`src/rtl/quad_branch_engine.sv`:
```
module quad_branch_engine #(
  parameter int ADDR_W = 6,
  parameter int PAIRS  = 8,
  parameter int RES_W  = 8,
  localparam int IDX_W  = (PAIRS > 1) ? $clog2(PAIRS) : 1,
  localparam int BR_W   = IDX_W + 4 * ADDR_W,
  localparam int OUT_W  = ADDR_W + RES_W,
  localparam int BODY_W = (BR_W > OUT_W) ? BR_W : OUT_W,
  localparam int WORD_W = 1 + BODY_W
) (
  input  logic               clk,
  input  logic               rst_n,
  input  logic               load_en,
  input  logic [ADDR_W-1:0]  load_addr,
  input  logic [WORD_W-1:0]  load_word,
  input  logic               run_en,
  input  logic [2*PAIRS-1:0] vars_i,
  output logic [RES_W-1:0]   result_o,
  output logic               result_valid_o
);
  localparam int DEPTH = 1 << ADDR_W;

  logic [WORD_W-1:0] prog_mem [DEPTH];
  logic [ADDR_W-1:0] pc;
  logic [WORD_W-1:0] cur_word;
  logic              is_out;
  logic [IDX_W-1:0]  pair_idx;
  logic [1:0]        pair_val;
  logic [ADDR_W-1:0] br_target;

  assign cur_word = prog_mem[pc];
  assign is_out   = cur_word[WORD_W-1];
  assign pair_idx = cur_word[BR_W-1 -: IDX_W];
  assign pair_val = {vars_i[{pair_idx, 1'b0}], vars_i[{pair_idx, 1'b1}]};

  always_comb begin
    case (pair_val)
      2'd0:    br_target = cur_word[4*ADDR_W-1 -: ADDR_W];
      2'd1:    br_target = cur_word[3*ADDR_W-1 -: ADDR_W];
      2'd2:    br_target = cur_word[2*ADDR_W-1 -: ADDR_W];
      default: br_target = cur_word[ADDR_W-1 -: ADDR_W];
    endcase
  end

  always_ff @(posedge clk) begin
    if (load_en) prog_mem[load_addr] <= load_word;
  end

  always_ff @(posedge clk) begin
    if (!rst_n) begin
      pc             <= '0;
      result_o       <= '0;
      result_valid_o <= 1'b0;
    end else begin
      result_valid_o <= 1'b0;
      if (run_en) begin
        if (is_out) begin
          result_o       <= cur_word[RES_W-1:0];
          result_valid_o <= 1'b1;
          pc             <= cur_word[OUT_W-1 -: ADDR_W];
        end else begin
          pc <= br_target;
        end
      end
    end
  end
endmodule


```
`config.mk`:
```
export PLATFORM = sky130hd
export DESIGN_NAME = quad_branch_engine
export DESIGN_NICKNAME = d
export VERILOG_FILES = /design/src/rtl/quad_branch_engine.sv
export SDC_FILE = /design/constraint.sdc
export NUM_CORES = 1
export LEC_CHECK = 0
export BUFFER_PORTS_ARGS = -buffer_cell sky130_fd_sc_hd__buf_2
export CORE_UTILIZATION = 50
export DETAILED_ROUTE_END_ITERATION = 6
export PLACE_DENSITY_LB_ADDON = 0.1
export SYNTH_ARGS = -nofsm -noshare
export SYNTH_HDL_FRONTEND = slang
export SYNTH_SLANG_ARGS = --single-unit
```
`constraint.sdc`:
```
create_clock -name clk -period 10 [get_ports clk]
set_clock_uncertainty 0.1 [all_clocks]
set_input_delay 2 -clock clk [delete_from_list [all_inputs] [get_ports clk]]
set_output_delay 2 -clock clk [all_outputs]
set_load 0.1 [all_outputs]
```
# Yosys cells after proc, flatten, opt, wreduce, memory -nomap -nowiden
# Memory sizes are Yosys's and may differ from the RTL's. A register that Yosys moved wholly into a read port is not among the register bits.
# Cells that the tools add are included.
# W data, S select, Z words.
# classes
magnitude_cmp	2
n_eq_ne	2
muxes	11
reduce_logical	3
# ops
op	count
$mux W6	3
$pmux W6 S3	1
$lt A4 B5 Y1 const B	2
$bmux W1 S3	2
$mux W1	5
$reduce_and A2 Y1	2
$eq A2 B1 Y1 const B	1
$eq A2 B2 Y1 const B	1
$logic_not A2 Y1	1
# word_totals
output_inout_bits	9
word_cells	22
ff_bits	15
input_bits	54
ram_bits	1792
mem_count	1
# mem_list
memory	words	width	read_ports	rd_clocked_by_memory_dff	write_ports	line_no	text
prog_mem	64	28	1	1	1	23	logic [WORD_W-1:0] prog_mem [DEPTH];

# Depth between registers and ports, before layout
# Gate-level depths: netlist (run 1).
# logic_depth
word_depth	7
ltp_mapped	15
depth_no_buf	10

# Worst setup path before layout (run 1)
# Ideal clock, no wire load.
# synth_path
path_type	input -> register
start	in load_addr[5]
end	mem prog_mem[48][0] (netlist bit) (enable)
cell_stages	4
n_path_buf	1
required_ns	9.452
setup_time_ns	0.448
slack_ns	4.835
arrival_time_ns	4.617
cell_sequence	clkbuf_1 > nand3_1 > or3_1 > nor3_1
# synth_lines
element	line_no	text
start: declaration	14	input logic [ADDR_W-1:0] load_addr,
end: declaration	23	
# Straight into the memory's write port.

==> out/qor.txt, run 1 <==
Status: completed
Global-route wire length before repair: 251000 um
Number of buffers added on ports: 62
Via count: 32200
Net Count, Synth: 2898
Cell family with most CP delay: multiplexers
Worst path cell trace: nor2b_4 > buf_4 > a22o_1 > nor3_1 > a31oi_1 > nand3_1 > mux2i_1 > mux2i_2 > mux2_2 > o221a_1
Die width: 374 um
CTS Hold Bufs: 0
Layout cells sized above 1: 32.2%
Critical path type: reg2reg
Pleak: 23.6 nW
Worst slew pin tran: 1.33 ns
Period utilization: 52.3%
Final hold vios: 0
Synth top area cells: edfxtp_1, mux4_2, mux2i_1, dfxtp_1, a22oi_1
Design area: 77900 um^2
Initial antenna violation count: 17
Critical path buffers and inverters: 1
Number of remaining DRC errors: 0
Hold Crit Class: reg2reg
Tot Pwr: 19.5 mW
Detailed-routing iteration count for the pre-antenna-repair pass: 5
Final setup viols: 0
Sequential element share of the synthesized area: 78.4%
TritonCTS clock tree: yes
Slowest stage delay, CP: 0.90 ns
Post-Syn Area: 69200 um^2
Setup TNS: 0 ns
RSZ-0062 raised after global routing: false
Max VDD drop: 0.190 mV
Hold Crit Start: result_o[5]
Post-CTS setup buffer count: 0
CP required: 10.58 ns
Clock Path Buffers: 3
Largest net degree at the start of global routing: 120
Syn. warnings: 0
Sink Count: 1813
Slowest-stage cell, CP: mux2i_2
Placed inst area: 72200 um^2
Post-detail-place hpwl: 95100 um
TritonCTS Buffers: 181
Tmin final: 5.23 ns
I/O Pins: 63
Initial Util: 50.4%
Crit end category: flop
Crit-path max FO: 30
Global Route Usage Sum: 26.0%
Die area: 140000 um^2
Fmax: 191 MHz
Post-route ant nets: 0
Routed len/inst: 35.9 um
Synth area leader: edfxtp_1
FP Rows: 136
Clk Latency, worst-skew pair: 0.81 ns
Core Util, Final: 56.7%
Slew headroom: 11.0%
Number of H-tree levels: 4
Startpoint types: flop
Maxcap violations: 0
Sequential cell area: 54300 um^2
Area Growth Syn to Fin: 12.6%
Vias in the first global route: 32700
Top cell type's share of synthesized area: 77.8%
Syn avg cell area: 24.3 um^2
P per Cell Area: 250 nW/um^2
Flops & latches, synth: 1813
Die Y: 374 um
Vias per inst: 6.47
Root Buffer: clkbuf_16
Clk slew on worst S/H paths: 0.06 ns
Most frequent cells in the layout: edfxtp_1, mux4_2, clkbuf_16
Cells after synthesis: 2844
Commonest non-fill, non-tap cell in the layout: edfxtp_1
Nets: 3081
Core footprint: 137000 um^2
RD Place Congestion: 0.846
Gr ovfl total: 0
1st-iter DRT viols: 3669
Cell variety after synth: 45
Area occupied by multi-input gates: 14700 um^2
Drt total wl: 179000 um
Layout fillers: 9841
Post-cts sizing count: 0
Max-slew violation count: 0
Critical Path AT: 5.81 ns
==> registers in the layout, indices dropped and copies added, names as in the netlist, named ones only <==
name            flops
prog_mem         1792
result_o            8
pc                  6
result_valid_o      1
==> cell type report <==
cell class | count | area share (%)
timing repair buffer | 152 | 1.33
inverter | 2 | 0.00964
multi-input combinational | 877 | 18.9
sequential | 1813 | 69.7
clock inverter | 99 | 0.962
clock buffer | 226 | 6.26
antenna | 15 | 0.0482
tap | 1794 | 2.88
==> where the power goes <==
part | internal, mW | switching (mW)
registers | 8.45 | 0.168
logic | 1.94 | 2.47
clock network | 3.67 | 2.77
==> metrics by stage <==
step	instances	hold slack, ns	setup slack (ns)
6_report	4978	0.423	4.77
5_1_grt	4963	0.479	4.40
4_1_cts	4963	0.430	4.68
3_5_place_dp	4638	0.413	4.69
3_3_place_gp	4638	0.418	4.81
2_1_floorplan	2844	0.465	4.83
==> cells in the mapped netlist (all sizes together) <==
library cell and count:
edfxtp 1792, mux4 526, nor2 88, buf 76, clkbuf 76, a22oi 50, mux2i 47, nand2 30
dfxtp 21, a22o 17, a221oi 15, nand3 14, mux2 13, nor2b 12, a21oi 7, o21ai 6
o221a 6, o221ai 6, nand2b 5, nand4 5, nand3b 4, nor3 4, a211oi 3, and2 3
a31oi 2, inv 2, o22ai 2, o31ai 2, or3 2, or3b 2, a2111oi 1, a32o 1
and3 1, nand4b 1, o211ai 1, or2 1
==> worst paths after layout <==
path                            depth (start not counted)  slack [ns]          end
worst max-delay path                                   10        4.77         flop
worst min-delay path                                    2        0.42  result_o[5]
worst max register to register                         10        4.77         flop
worst min register to register                          2        0.42  result_o[5]
==> logic make-up (layout without fill, tap and decap cells) <==
| kind of cell | Yosys count | in the layout | share of synthesized area (%) |
|---|---|---|---|
| buffers and inverters | 154 | 479 | 1.09 |
| and+or+nand+nor | 172 | 172 | 1.11 |
| DFF | 1813 | 1813 | 78.4 |
| AOI/OAI and AO/OA | 119 | 119 | 1.37 |
| muxes | 586 | 586 | 18.0 |
| other | 0 | 15 | 0 |
==> per-layer routing <==
metal | up-vias | track usage, % | part of all wire [%]
li1 | 12700 | - | -
met1 | 17900 | 37.8 | 42
met2 | 1360 | 40.6 | 48
met3 | 253 | 5.18 | 7.8
met4 | 6 | 7.44 | 2.6
met5 | - | 0 | 0.017
==> worst reg2reg max path: stages (launching register included) <==
cell and delay, ns:
dfxtp_4 0.78, nor2b_4 0.80, buf_4 0.45, a22o_1 0.22, nor3_1 0.06, a31oi_1 0.47
nand3_1 0.39, mux2i_1 0.23, mux2i_2 0.90, mux2_2 0.44, o221a_1 0.27
No activity file was read; power rests on OpenSTA's default activity.
==> run 2, diff against run 1 <==
clock period = 5.1 ns   (was 10 ns; I/O delays follow)
==> run 2 against run 1 <==
Against the previous run:
- via count rose by 1.2%
- sequential cell count did not move
- cell count rose by 1.1%
- final area rose by 1.5%
- clock power rose by 100%
- total power rose by 100%
- largest power group unchanged
- highest routed layer unchanged
==> out/qor.txt, run 2 (synthesis gave the netlist of run 1 again) <==
Status: completed
Number of flip-flops in the largest register: 1792 (unchanged)
Number of buffers added on ports: 62 (unchanged)
1st-iter DRT viols: 4043 (+10%)
Routed len/inst: 36.2 um (+0.92%)
Sink Count: 1813 (unchanged)
Largest net degree at the start of global routing: 66 (-45%)
Most frequent cells in the layout: edfxtp_1, mux4_2, clkbuf_16
FP Rows: 136 (unchanged)
Drt total wl: 182000 um (+2.0%)
Post-cts sizing count: 0 (unchanged)
Area Growth Syn to Fin: 14.3%
Critical path type: reg2reg
Clock power frac: 33.7% (+0.6 points)
P_int: 28.2 mW (+100%)
Crit end category: flop
Root Buffer: clkbuf_16
Slew headroom: 14.6% (+3.6 points)
Clock Path Buffers: 3 (unchanged)
Crit-path max FO: 30 (unchanged)
Sw frac: 28.0% (+0.20 points)
TritonCTS Buffers: 181 (unchanged)
Vias per inst: 6.48 (+0.13%)
Critical Path AT: 5.20 ns (-0.61 ns)
Pleak: 24.1 nW (+2.1%)
Die area: 140000 um^2 (unchanged)
TritonCTS clock tree: yes
Setup TNS: 0 ns (unchanged)
Core footprint: 137000 um^2 (unchanged)
Post-CTS setup buffer count: 0 (unchanged)
Clk slew on worst S/H paths: 0.06 ns (about the same)
RSZ-0062 raised after global routing: false
Initial Util: 50.4% (unchanged)
CTS Hold Bufs: 0 (unchanged)
RD Place Congestion: 0.832 (-1.6%)
Post-route ant nets: 0 (unchanged)
Die Y: 374 um (unchanged)
Tmin final: 4.60 ns (-0.632 ns)
I/O Pins: 63 (unchanged)
Post-detail-place hpwl: 104000 um (+8.8%)
Detailed-routing iteration count for the pre-antenna-repair pass: 5 (unchanged)
Vias in the first global route: 33000 (+1.1%)
Maxcap violations: 0 (unchanged)
Max VDD drop: 0.369 mV (+94%)
Registers with the most flip-flops: prog_mem (1792), result_o (8), pc (6)
Max-slew violation count: 0 (unchanged)
Layout cells sized above 1: 33.3% (+1.1 points)
Comb pwr share: 23.0% (+0.4 points)
Design area: 79100 um^2 (+1.5%)
Number of H-tree levels: 4 (unchanged)
Fmax: 218 MHz (+14%)
Hold Crit Class: reg2reg
Total net switching power: 11.0 mW (+100%)
Startpoint types: flop
Global Route Usage Sum: 26.5% (+0.49 points)
Final hold vios: 0 (unchanged)
Setup WS pre-CTS: 0.545 ns (-4.14 ns)
Via count: 32600 (+1.2%)
Clk Latency, worst-skew pair: 0.83 ns (+0.02 ns)
Number of remaining DRC errors: 0 (unchanged)
Die width: 374 um (unchanged)
Gr ovfl total: 0 (unchanged)
Final worst slack: 0.504 ns (-4.27 ns)
Worst slew pin tran: 1.28 ns (-0.0536 ns)
Largest Register: prog_mem
Initial antenna violation count: 24 (+7)
CP required: 5.71 ns (-4.87 ns)
Final setup viols: 0 (unchanged)
P per Cell Area: 495 nW/um^2 (+98%)
Commonest non-fill, non-tap cell in the layout: edfxtp_1
Placed inst area: 73200 um^2 (+1.3%)
Period utilization: 90.1% (+38 points)
Reg power frac: 43.2% (-1.0 points)
Global-route wire length before repair: 256000 um (+1.9%)
Nets: 3136 (+1.8%)
==> run 2: cell types whose count changed in the layout (fill, tap and decap cells not counted), moves of 5 or more <==
cell       delta
inv_16        +6
clkinv_16     +5
bufinv_16     +8
diode_2       -8
clkbuf_16     -6
buf_4        +13
clkinv_2      -9
buf_12       +42
==> run 2: worst max-delay path, cell delays in order, from the launching register on <==
cell and delay (ns):
dfxtp_4 0.76, nor2b_4 0.88, a22o_1 0.24, nor3_1 0.05, a31oi_1 0.34, buf_4 0.23, nand3_1 0.26, mux2i_1 0.21
mux2i_2 0.43, buf_4 0.31, mux2_2 0.36, o221a_1 0.27
==> run 2: routing by layer <==
layer  vias to the layer above  GRT usage (%)  wire (um)
met2                      1459           40.9      86700
met5                         -              0         57
met4                        10           6.65       4070
li1                      12800              -          -
met3                       240           5.76      15400
met1                     18000           39.0      76200
==> run 2: metrics by stage <==
| step | utilization [%] | power, mW | std cells | hold WS (ns) |
|---|---|---|---|---|
| floorplan | - | 22.9 | 2844 | 0.465 |
| global placement | 53.3 | 26.2 | 4693 | 0.382 |
| detailed placement | 53.3 | 26.2 | 4693 | 0.396 |
| CTS | 57.6 | 39.3 | 5024 | 0.411 |
| global route | 57.6 | 40.3 | 5024 | 0.436 |
| finish | 57.6 | 39.1 | 5031 | 0.401 |
==> run 2: final cells by class <==
type | count | area (um^2)
repair buffers | 207 | 1970
clock buffers | 223 | 4730
multi-input cells | 877 | 14700
well taps | 1794 | 2240
diodes | 7 | 17.5
fillers | 9705 | 58200
inverters | 2 | 7.51
clock inverters | 108 | 1180
flip-flops and latches | 1813 | 54300
==> run 2: worst paths after layout <==
path	from	endpoint	slack [ns]	cells after the start
worst max-delay path	flop	flop	0.50	11
worst max register to register	flop	flop	0.50	11
worst min-delay path	result_o[2]	result_o[2]	0.40	2
worst min register to register	result_o[2]	result_o[2]	0.40	2
==> run 2: power by group through the flow <==
| stage | Clock (mW) | Combinational (mW) | Sequential, mW |
|---|---|---|---|
| floorplan | 0 | 5.81 | 17.1 |
| global placement | 0 | 8.94 | 17.2 |
| detailed placement | 0 | 9.00 | 17.2 |
| CTS | 13.4 | 9.03 | 16.9 |
| global route | 14.0 | 9.43 | 16.9 |
| finish | 13.2 | 9.00 | 16.9 |
